$ cat src/rtl/mf_pkg.sv
package mf_pkg;

    // Default format geometry
    localparam int MF_EXP_W  = 2;
    localparam int MF_FRAC_W = 3;

    // Significand operation selected by the operand signs
    typedef enum logic {
        OP_ADD = 1'b0,
        OP_SUB = 1'b1
    } op_kind_e;

endpackage

$ cat src/rtl/mf_unpack.sv
module mf_unpack #(
    parameter int EXP_W  = mf_pkg::MF_EXP_W,
    parameter int FRAC_W = mf_pkg::MF_FRAC_W,
    localparam int WORD_W = 1 + EXP_W + FRAC_W
) (
    input  logic [WORD_W-1:0] word,
    output logic              sign,
    output logic [EXP_W-1:0]  exp,
    output logic [FRAC_W-1:0] frac,
    output logic              is_zero
);

    always_comb begin
        sign    = word[WORD_W-1];
        exp     = word[WORD_W-2 -: EXP_W];
        frac    = word[FRAC_W-1:0];
        // Smallest-magnitude pattern is reserved as zero, either sign
        is_zero = (word[WORD_W-2:0] == '0);
    end

endmodule

$ cat src/rtl/mf_align.sv
module mf_align #(
    parameter int EXP_W  = mf_pkg::MF_EXP_W,
    parameter int FRAC_W = mf_pkg::MF_FRAC_W,
    localparam int SIG_W = FRAC_W + 1,
    localparam int EXT   = (1 << EXP_W) - 1,
    localparam int ALN_W = SIG_W + EXT,
    localparam int SUM_W = ALN_W + 1
) (
    input  logic              sa,
    input  logic [EXP_W-1:0]  ea,
    input  logic [FRAC_W-1:0] fa,
    input  logic              sb,
    input  logic [EXP_W-1:0]  eb,
    input  logic [FRAC_W-1:0] fb,
    output logic              res_sign,
    output logic [EXP_W-1:0]  res_exp,
    output logic [SUM_W-1:0]  res_mag
);
    import mf_pkg::*;

    logic              a_big;
    logic [EXP_W-1:0]  big_e, small_e, shamt;
    logic [FRAC_W-1:0] big_f, small_f;
    logic [ALN_W-1:0]  big_al, small_al;
    op_kind_e          kind;

    always_comb begin
        // Ordering by packed {exp, frac} is ordering by magnitude
        a_big   = ({ea, fa} >= {eb, fb});
        big_e   = a_big ? ea : eb;
        big_f   = a_big ? fa : fb;
        small_e = a_big ? eb : ea;
        small_f = a_big ? fb : fa;
        shamt   = big_e - small_e;
        kind    = (sa ^ sb) ? OP_SUB : OP_ADD;

        // Extension bits wide enough that the right shift loses nothing
        big_al   = {1'b1, big_f, {EXT{1'b0}}};
        small_al = {1'b1, small_f, {EXT{1'b0}}} >> shamt;

        case (kind)
            OP_SUB:  res_mag = {1'b0, big_al} - {1'b0, small_al};
            default: res_mag = {1'b0, big_al} + {1'b0, small_al};
        endcase

        res_sign = a_big ? sa : sb;
        res_exp  = big_e;
    end

endmodule

$ cat src/rtl/mf_round.sv
module mf_round #(
    parameter int EXP_W  = mf_pkg::MF_EXP_W,
    parameter int FRAC_W = mf_pkg::MF_FRAC_W,
    localparam int WORD_W = 1 + EXP_W + FRAC_W,
    localparam int SIG_W  = FRAC_W + 1,
    localparam int EXT    = (1 << EXP_W) - 1,
    localparam int ALN_W  = SIG_W + EXT,
    localparam int SUM_W  = ALN_W + 1,
    localparam int LD_W   = $clog2(SUM_W),
    localparam int EX_W   = $clog2((1 << EXP_W) + SUM_W + 1) + 1,
    localparam int LOW_N  = SUM_W - 2 - FRAC_W,
    localparam int BASE   = ALN_W - 1,
    localparam int TOP_EX = BASE + (1 << EXP_W) - 1
) (
    input  logic              sign,
    input  logic [EXP_W-1:0]  exp_in,
    input  logic [SUM_W-1:0]  mag,
    output logic [WORD_W-1:0] word,
    output logic              ovf,
    output logic              udf
);

    localparam logic [LD_W-1:0]  TOPIDX   = LD_W'(SUM_W - 1);
    localparam logic [SUM_W-1:0] LOW_MASK = {{(SUM_W-LOW_N){1'b0}}, {LOW_N{1'b1}}};

    logic [LD_W-1:0]   lead;
    logic [SUM_W-1:0]  norm;
    logic [FRAC_W-1:0] keep, frac_r;
    logic              guard, sticky, rnd_up, carry;
    logic [EX_W-1:0]   ex2, ex_off;

    always_comb begin
        // Leading-one position: highest set bit wins
        lead = '0;
        for (int i = 0; i < SUM_W; i++) begin
            if (mag[i]) lead = LD_W'(i);
        end

        norm   = mag << (TOPIDX - lead);
        keep   = norm[SUM_W-2 -: FRAC_W];
        guard  = norm[LOW_N];
        sticky = |(norm & LOW_MASK);
        rnd_up = guard & (sticky | keep[0]);
        {carry, frac_r} = {1'b0, keep} + {{FRAC_W{1'b0}}, rnd_up};

        ex2    = {{(EX_W-EXP_W){1'b0}}, exp_in}
               + {{(EX_W-LD_W){1'b0}}, lead}
               + {{(EX_W-1){1'b0}}, carry};
        ex_off = ex2 - EX_W'(BASE);

        word = '0;
        ovf  = 1'b0;
        udf  = 1'b0;
        if (mag == '0) begin
            word = '0;
        end else if (ex2 > EX_W'(TOP_EX)) begin
            word = {sign, {(WORD_W-1){1'b1}}};
            ovf  = 1'b1;
        end else if (ex2 < EX_W'(BASE)) begin
            word = {sign, {(WORD_W-1){1'b0}}};
            udf  = 1'b1;
        end else if ((ex_off[EXP_W-1:0] == '0) && (frac_r == '0)) begin
            // Would encode the pattern reserved for zero
            word = {sign, {(WORD_W-1){1'b0}}};
            udf  = 1'b1;
        end else begin
            word = {sign, ex_off[EXP_W-1:0], frac_r};
        end
    end

endmodule

$ cat src/rtl/mf_add6.sv
module mf_add6 #(
    parameter int EXP_W  = mf_pkg::MF_EXP_W,
    parameter int FRAC_W = mf_pkg::MF_FRAC_W,
    localparam int WORD_W = 1 + EXP_W + FRAC_W,
    localparam int SUM_W  = FRAC_W + 1 + (1 << EXP_W)
) (
    input  logic              clk,
    input  logic              rst_n,
    input  logic [WORD_W-1:0] op_a,
    input  logic [WORD_W-1:0] op_b,
    output logic [WORD_W-1:0] sum,
    output logic              ovf,
    output logic              udf
);

    typedef struct packed {
        logic [WORD_W-1:0] sum;
        logic              ovf;
        logic              udf;
    } res_t;

    logic [WORD_W-1:0] ops   [2];
    logic [1:0]        sgn, zr;
    logic [EXP_W-1:0]  exps  [2];
    logic [FRAC_W-1:0] fracs [2];

    logic              al_sign;
    logic [EXP_W-1:0]  al_exp;
    logic [SUM_W-1:0]  al_mag;
    logic [WORD_W-1:0] rn_word;
    logic              rn_ovf, rn_udf;

    res_t st_d, st_q;

    assign ops[0] = op_a;
    assign ops[1] = op_b;

    for (genvar g = 0; g < 2; g++) begin : g_unpack
        mf_unpack #(.EXP_W(EXP_W), .FRAC_W(FRAC_W)) u_unpack (
            .word    (ops[g]),
            .sign    (sgn[g]),
            .exp     (exps[g]),
            .frac    (fracs[g]),
            .is_zero (zr[g])
        );
    end

    mf_align #(.EXP_W(EXP_W), .FRAC_W(FRAC_W)) u_align (
        .sa       (sgn[0]),
        .ea       (exps[0]),
        .fa       (fracs[0]),
        .sb       (sgn[1]),
        .eb       (exps[1]),
        .fb       (fracs[1]),
        .res_sign (al_sign),
        .res_exp  (al_exp),
        .res_mag  (al_mag)
    );

    mf_round #(.EXP_W(EXP_W), .FRAC_W(FRAC_W)) u_round (
        .sign   (al_sign),
        .exp_in (al_exp),
        .mag    (al_mag),
        .word   (rn_word),
        .ovf    (rn_ovf),
        .udf    (rn_udf)
    );

    always_comb begin
        st_d.sum = rn_word;
        st_d.ovf = rn_ovf;
        st_d.udf = rn_udf;
        if (zr[0] && zr[1]) begin
            st_d.sum = {sgn[0] & sgn[1], {(WORD_W-1){1'b0}}};
            st_d.ovf = 1'b0;
            st_d.udf = 1'b0;
        end else if (zr[0]) begin
            st_d.sum = op_b;
            st_d.ovf = 1'b0;
            st_d.udf = 1'b0;
        end else if (zr[1]) begin
            st_d.sum = op_a;
            st_d.ovf = 1'b0;
            st_d.udf = 1'b0;
        end
    end

    always_ff @(posedge clk or negedge rst_n) begin
        if (!rst_n) st_q <= '0;
        else        st_q <= st_d;
    end

    assign sum = st_q.sum;
    assign ovf = st_q.ovf;
    assign udf = st_q.udf;

endmodule

$ cat config.mk
export PLATFORM = sky130hd
export DESIGN_NAME = mf_add6
export DESIGN_NICKNAME = d
export VERILOG_FILES = /design/src/rtl/mf_pkg.sv /design/src/rtl/mf_unpack.sv /design/src/rtl/mf_align.sv /design/src/rtl/mf_round.sv /design/src/rtl/mf_add6.sv
export SDC_FILE = /design/constraint.sdc
export NUM_CORES = 1
export LEC_CHECK = 0
export ABC_AREA = 1
export BUFFER_PORTS_ARGS = -buffer_cell sky130_fd_sc_hd__clkbuf_2
export CAP_MARGIN = 25
export CORE_ASPECT_RATIO = 1.25
export CORE_MARGIN = 8
export CORE_UTILIZATION = 55
export DETAILED_ROUTE_END_ITERATION = 8
export GPL_ROUTABILITY_DRIVEN = 0
export GPL_TIMING_DRIVEN = 0
export PLACE_DENSITY = 0.76
export SLEW_MARGIN = 40
export SYNTH_ARGS = -nofsm -noshare
export SYNTH_HDL_FRONTEND = slang
export SYNTH_SLANG_ARGS = --single-unit
$ cat constraint.sdc
create_clock -name clk -period 0.8 [get_ports clk]
set_input_delay 0.04 -clock clk [delete_from_list [all_inputs] [get_ports clk]]
set_output_delay 0.04 -clock clk [all_outputs]
set_load 0.01 [all_outputs]
==> results.yml <==
routing:
  first_iter_violations: 237
  route.antenna.remaining_nets: 0
  totalWireLength_um: 7070
  drcViolationCount: 0
  wl_per_cell_um: 18.2
  detail_route.vias_per_cell: 6.22
  detailroute.via_count: 2414
  detail_route.first_pass.iterations: 4
critical_path:
  crit_required_ns: 0.95
  cell_occurring_most_often_along_the_worst_timing_path: "sky130_fd_sc_hd__nand2_4"
  max_stage_delay_ns: 0.58
  critPathLaunchType: "input pin"
  worstSetupPathType: "in2reg"
  worstSetupEndpointType: "register"
  cp_data_arrival_time_ns: 4.82
  crit_path_max_fanout: 6
  crit_path_top_delay_cell: "sky130_fd_sc_hd__fa_2"
timing:
  tightestPinTransition_ns: 0.580
  timing.fmax_ghz: 0.214
  post-route-period-util_pct: 584
  setup_viol: 8
  finalCriticalPeriod_ns: 4.67
  setup_repair_after_global_routing_missed_its_margin: "true"
  slew_headroom_pct: 61.3
  hold_viol_final: 0
  timing.final.ws_setup_ns: -3.87
  fin_setup_tns_ns: -28.85
  maxSlewViolCount: 0
yosys:
  synth.distinct_cells: 34
  netlist_instances: 286
  ys_warn_count: 0
  post_synth_instance_area_sq_mm: 0.00183
  ys_ff_latch: 8
  synthesis.area_per_instance_sq_um: 6.39
  synthesis.nets: 318
  yosysSeqAreaShare_pct: 11.0
final_layout:
  final_layout_size_suffix_gt1_share_pct: 53.6
  final_core_utilization_pct: 87.4
  layout.nets: 385
  final_area_sq_mm: 0.00279
  nFillCells: 149
  areaGrowthSynthToFinish_pct: 52.9
  diodes: 0
grt:
  global_route_wire_length_before_repair_um: 8340
  grt_start_max_net_pins: 11
  grt_antenna_before_repair: 0
  overflow: 0
  grt_util_all_layers_pct: 18.7
  first_global_vias: 2102
clock_tree:
  clock_tree.root_cell: "sky130_fd_sc_hd__clkbuf_8"
  max-clock-path-buffers: 2
  tritoncts.num_buffers: 3
  clock_sinks: 8
  path_clk_slew_ns: 0.04
  htree_levels: 1
  clock_tree_from_tritoncts: "yes"
place:
  post_dp_cell_area_sq_mm: 0.00208
  place.port_buffers: 21
  preCtsSetupSlack_ns: -4.19
  dp_hpwl_um: 3680
die:
  ioPinCount: 22
  fp.dieArea_sq_mm: 0.00543
  initial_core_util_pct: 57.2
  die_width_um: 67.5
  placementRows: 23
  dieHeight_um: 80.4
  core_area_sq_mm: 0.00319
status:
  violations: "negative setup slack"
  outcome: "finished, violations left"
job:
  timing.max_cap.violations: 0
power_and_ir_drop:
  leakage_nw: 1.38
  fin_total_pwr_w: 0.00993
  power-per-cell-area_mw_per_mm2: 3560
  max-vdd-ir-drop_mv: 3.31
min_path:
  hold_class: "in2reg"
## worst max-delay path: cells and delay by family
kind	cells	cell delay (ns)
AOI/OAI and AO/OA	5	0.76
adders and majority gates	5	1.94
and+or+nand+nor	18	1.56
buffers and inverters	6	0.50
## cell usage in the layout, fill, tap and decap left out, types with 2 or more instances in the layout
| cell type | Yosys | layout |
|---|---|---|
| sky130_fd_sc_hd__nand2_1 | 73 | 51 |
| sky130_fd_sc_hd__buf_4 | 0 | 39 |
| sky130_fd_sc_hd__inv_1 | 41 | 27 |
| sky130_fd_sc_hd__nand3_1 | 35 | 26 |
| sky130_fd_sc_hd__nand2_2 | 12 | 25 |
| sky130_fd_sc_hd__clkbuf_2 | 0 | 19 |
| sky130_fd_sc_hd__nand2_4 | 8 | 16 |
| sky130_fd_sc_hd__nor2_1 | 19 | 13 |
| sky130_fd_sc_hd__nand3_2 | 6 | 12 |
| sky130_fd_sc_hd__inv_2 | 2 | 10 |
| sky130_fd_sc_hd__nor2_4 | 3 | 8 |
| sky130_fd_sc_hd__nand4_1 | 8 | 8 |
| sky130_fd_sc_hd__dfrtp_1 | 8 | 8 |
| sky130_fd_sc_hd__ha_1 | 15 | 7 |
| sky130_fd_sc_hd__nand3_4 | 2 | 6 |
| sky130_fd_sc_hd__a21oi_2 | 3 | 6 |
| sky130_fd_sc_hd__a21oi_1 | 10 | 6 |
| sky130_fd_sc_hd__ha_4 | 0 | 6 |
| sky130_fd_sc_hd__o21ai_2 | 2 | 5 |
| sky130_fd_sc_hd__nor2_2 | 4 | 5 |
| sky130_fd_sc_hd__inv_4 | 0 | 4 |
| sky130_fd_sc_hd__o21ai_1 | 3 | 4 |
| sky130_fd_sc_hd__clkbuf_8 | 0 | 4 |
| sky130_fd_sc_hd__a21oi_4 | 2 | 3 |
| sky130_fd_sc_hd__o21ai_4 | 0 | 3 |
| sky130_fd_sc_hd__fa_2 | 0 | 3 |
| sky130_fd_sc_hd__clkbuf_1 | 2 | 2 |
| sky130_fd_sc_hd__nand3b_1 | 2 | 2 |
| sky130_fd_sc_hd__a22oi_2 | 2 | 2 |
| sky130_fd_sc_hd__a31oi_1 | 2 | 2 |
| sky130_fd_sc_hd__ha_2 | 0 | 2 |
## registers in the layout, summed over array words and instances, names as in the netlist
signal and cells:
ovf 1, sum 6, udf 1
## layer usage
layer	up-vias	routed length, um	global-route usage [%]
met2	147	3650	36.3
li1	1079	-	-
met1	1139	2580	18.4
met3	49	432	1.67
met4	0	416	10.5
met5	-	0	0
## timing repair
item | 4_1_cts | 5_1_grt
buffers inserted | 27 | 12
endpoints found under the setup margin | 8 | 8
gates resized for setup | 38 | 56
cloned | 0 | 1
hold buffers | 1 | 0
pin swaps | 32 | 45
endpoints found under the hold margin | 8 | 0
## synthesized netlist by cell type, drive strengths merged
library cell   n  area share [%]
a211oi         1            0.41
a21oi         15             6.0
a22oi          2             1.4
a31oi          2            0.68
and3           1            0.34
buf            1            0.62
clkbuf         2            0.41
clkinv         1            0.21
dfrtp          8              11
fa             3             3.3
ha            15              10
inv           43             8.8
nand2         93              24
nand3         43              15
nand3b         2            0.82
nand4          8             2.7
nor2          26             7.1
o211ai         1            0.41
o21a           1            0.41
o21ai         13             4.0
o221ai         3             1.4
o31ai          1            0.41
xor2           1            0.48
## cell families (layout without fill, tap and decap cells)
| group | count (synthesis) | count (layout) | share of synthesized area, % |
|---|---|---|---|
| adders and majority gates | 18 | 18 | 13.6 |
| DFF | 8 | 8 | 11.0 |
| AOI/OAI and AO/OA | 39 | 39 | 15.1 |
| and+or+nand+nor | 173 | 174 | 49.9 |
| xor gates and xnor gates | 1 | 1 | 0.480 |
| buffers and inverters | 47 | 111 | 10.1 |
## report_power, final
group          switching [W]  internal (W)
clock network       0.000150      0.000325
registers          0.0000439      0.000614
logic                0.00514       0.00366
## path summary, 6_finish.rpt
path	end	slack, ns	cells past startpoint	from
worst max-delay path	sum[0]$_DFF_PN0_	-3.87	34	op_b[4]
worst min-delay path	sum[2]$_DFF_PN0_	0.14	3	op_b[2]
max in group asynchronous	udf$_DFF_PN0_	0.42	2	rst_n
min in group asynchronous	sum[1]$_DFF_PN0_	0.19	2	rst_n
## cell type report
class / instances / area, sq um / area share, %
multi-input combinational: 232 / 1870 / 67.1
timing repair buffer: 61 / 427 / 15.3
sequential: 8 / 200 / 7.17
inverter: 44 / 186 / 6.68
tap: 37 / 46.3 / 1.66
clock buffer: 3 / 41.3 / 1.48
buffer: 3 / 18.8 / 0.672
## per-stage QoR
step           instances  hold WS (ns)
5_1_grt              388         0.144
2_1_floorplan        286        -0.256
6_report             388         0.137
3_3_place_gp         344        -0.114
4_1_cts              375         0.121
3_5_place_dp         344        -0.112
Power figures use the tool's default switching activity.
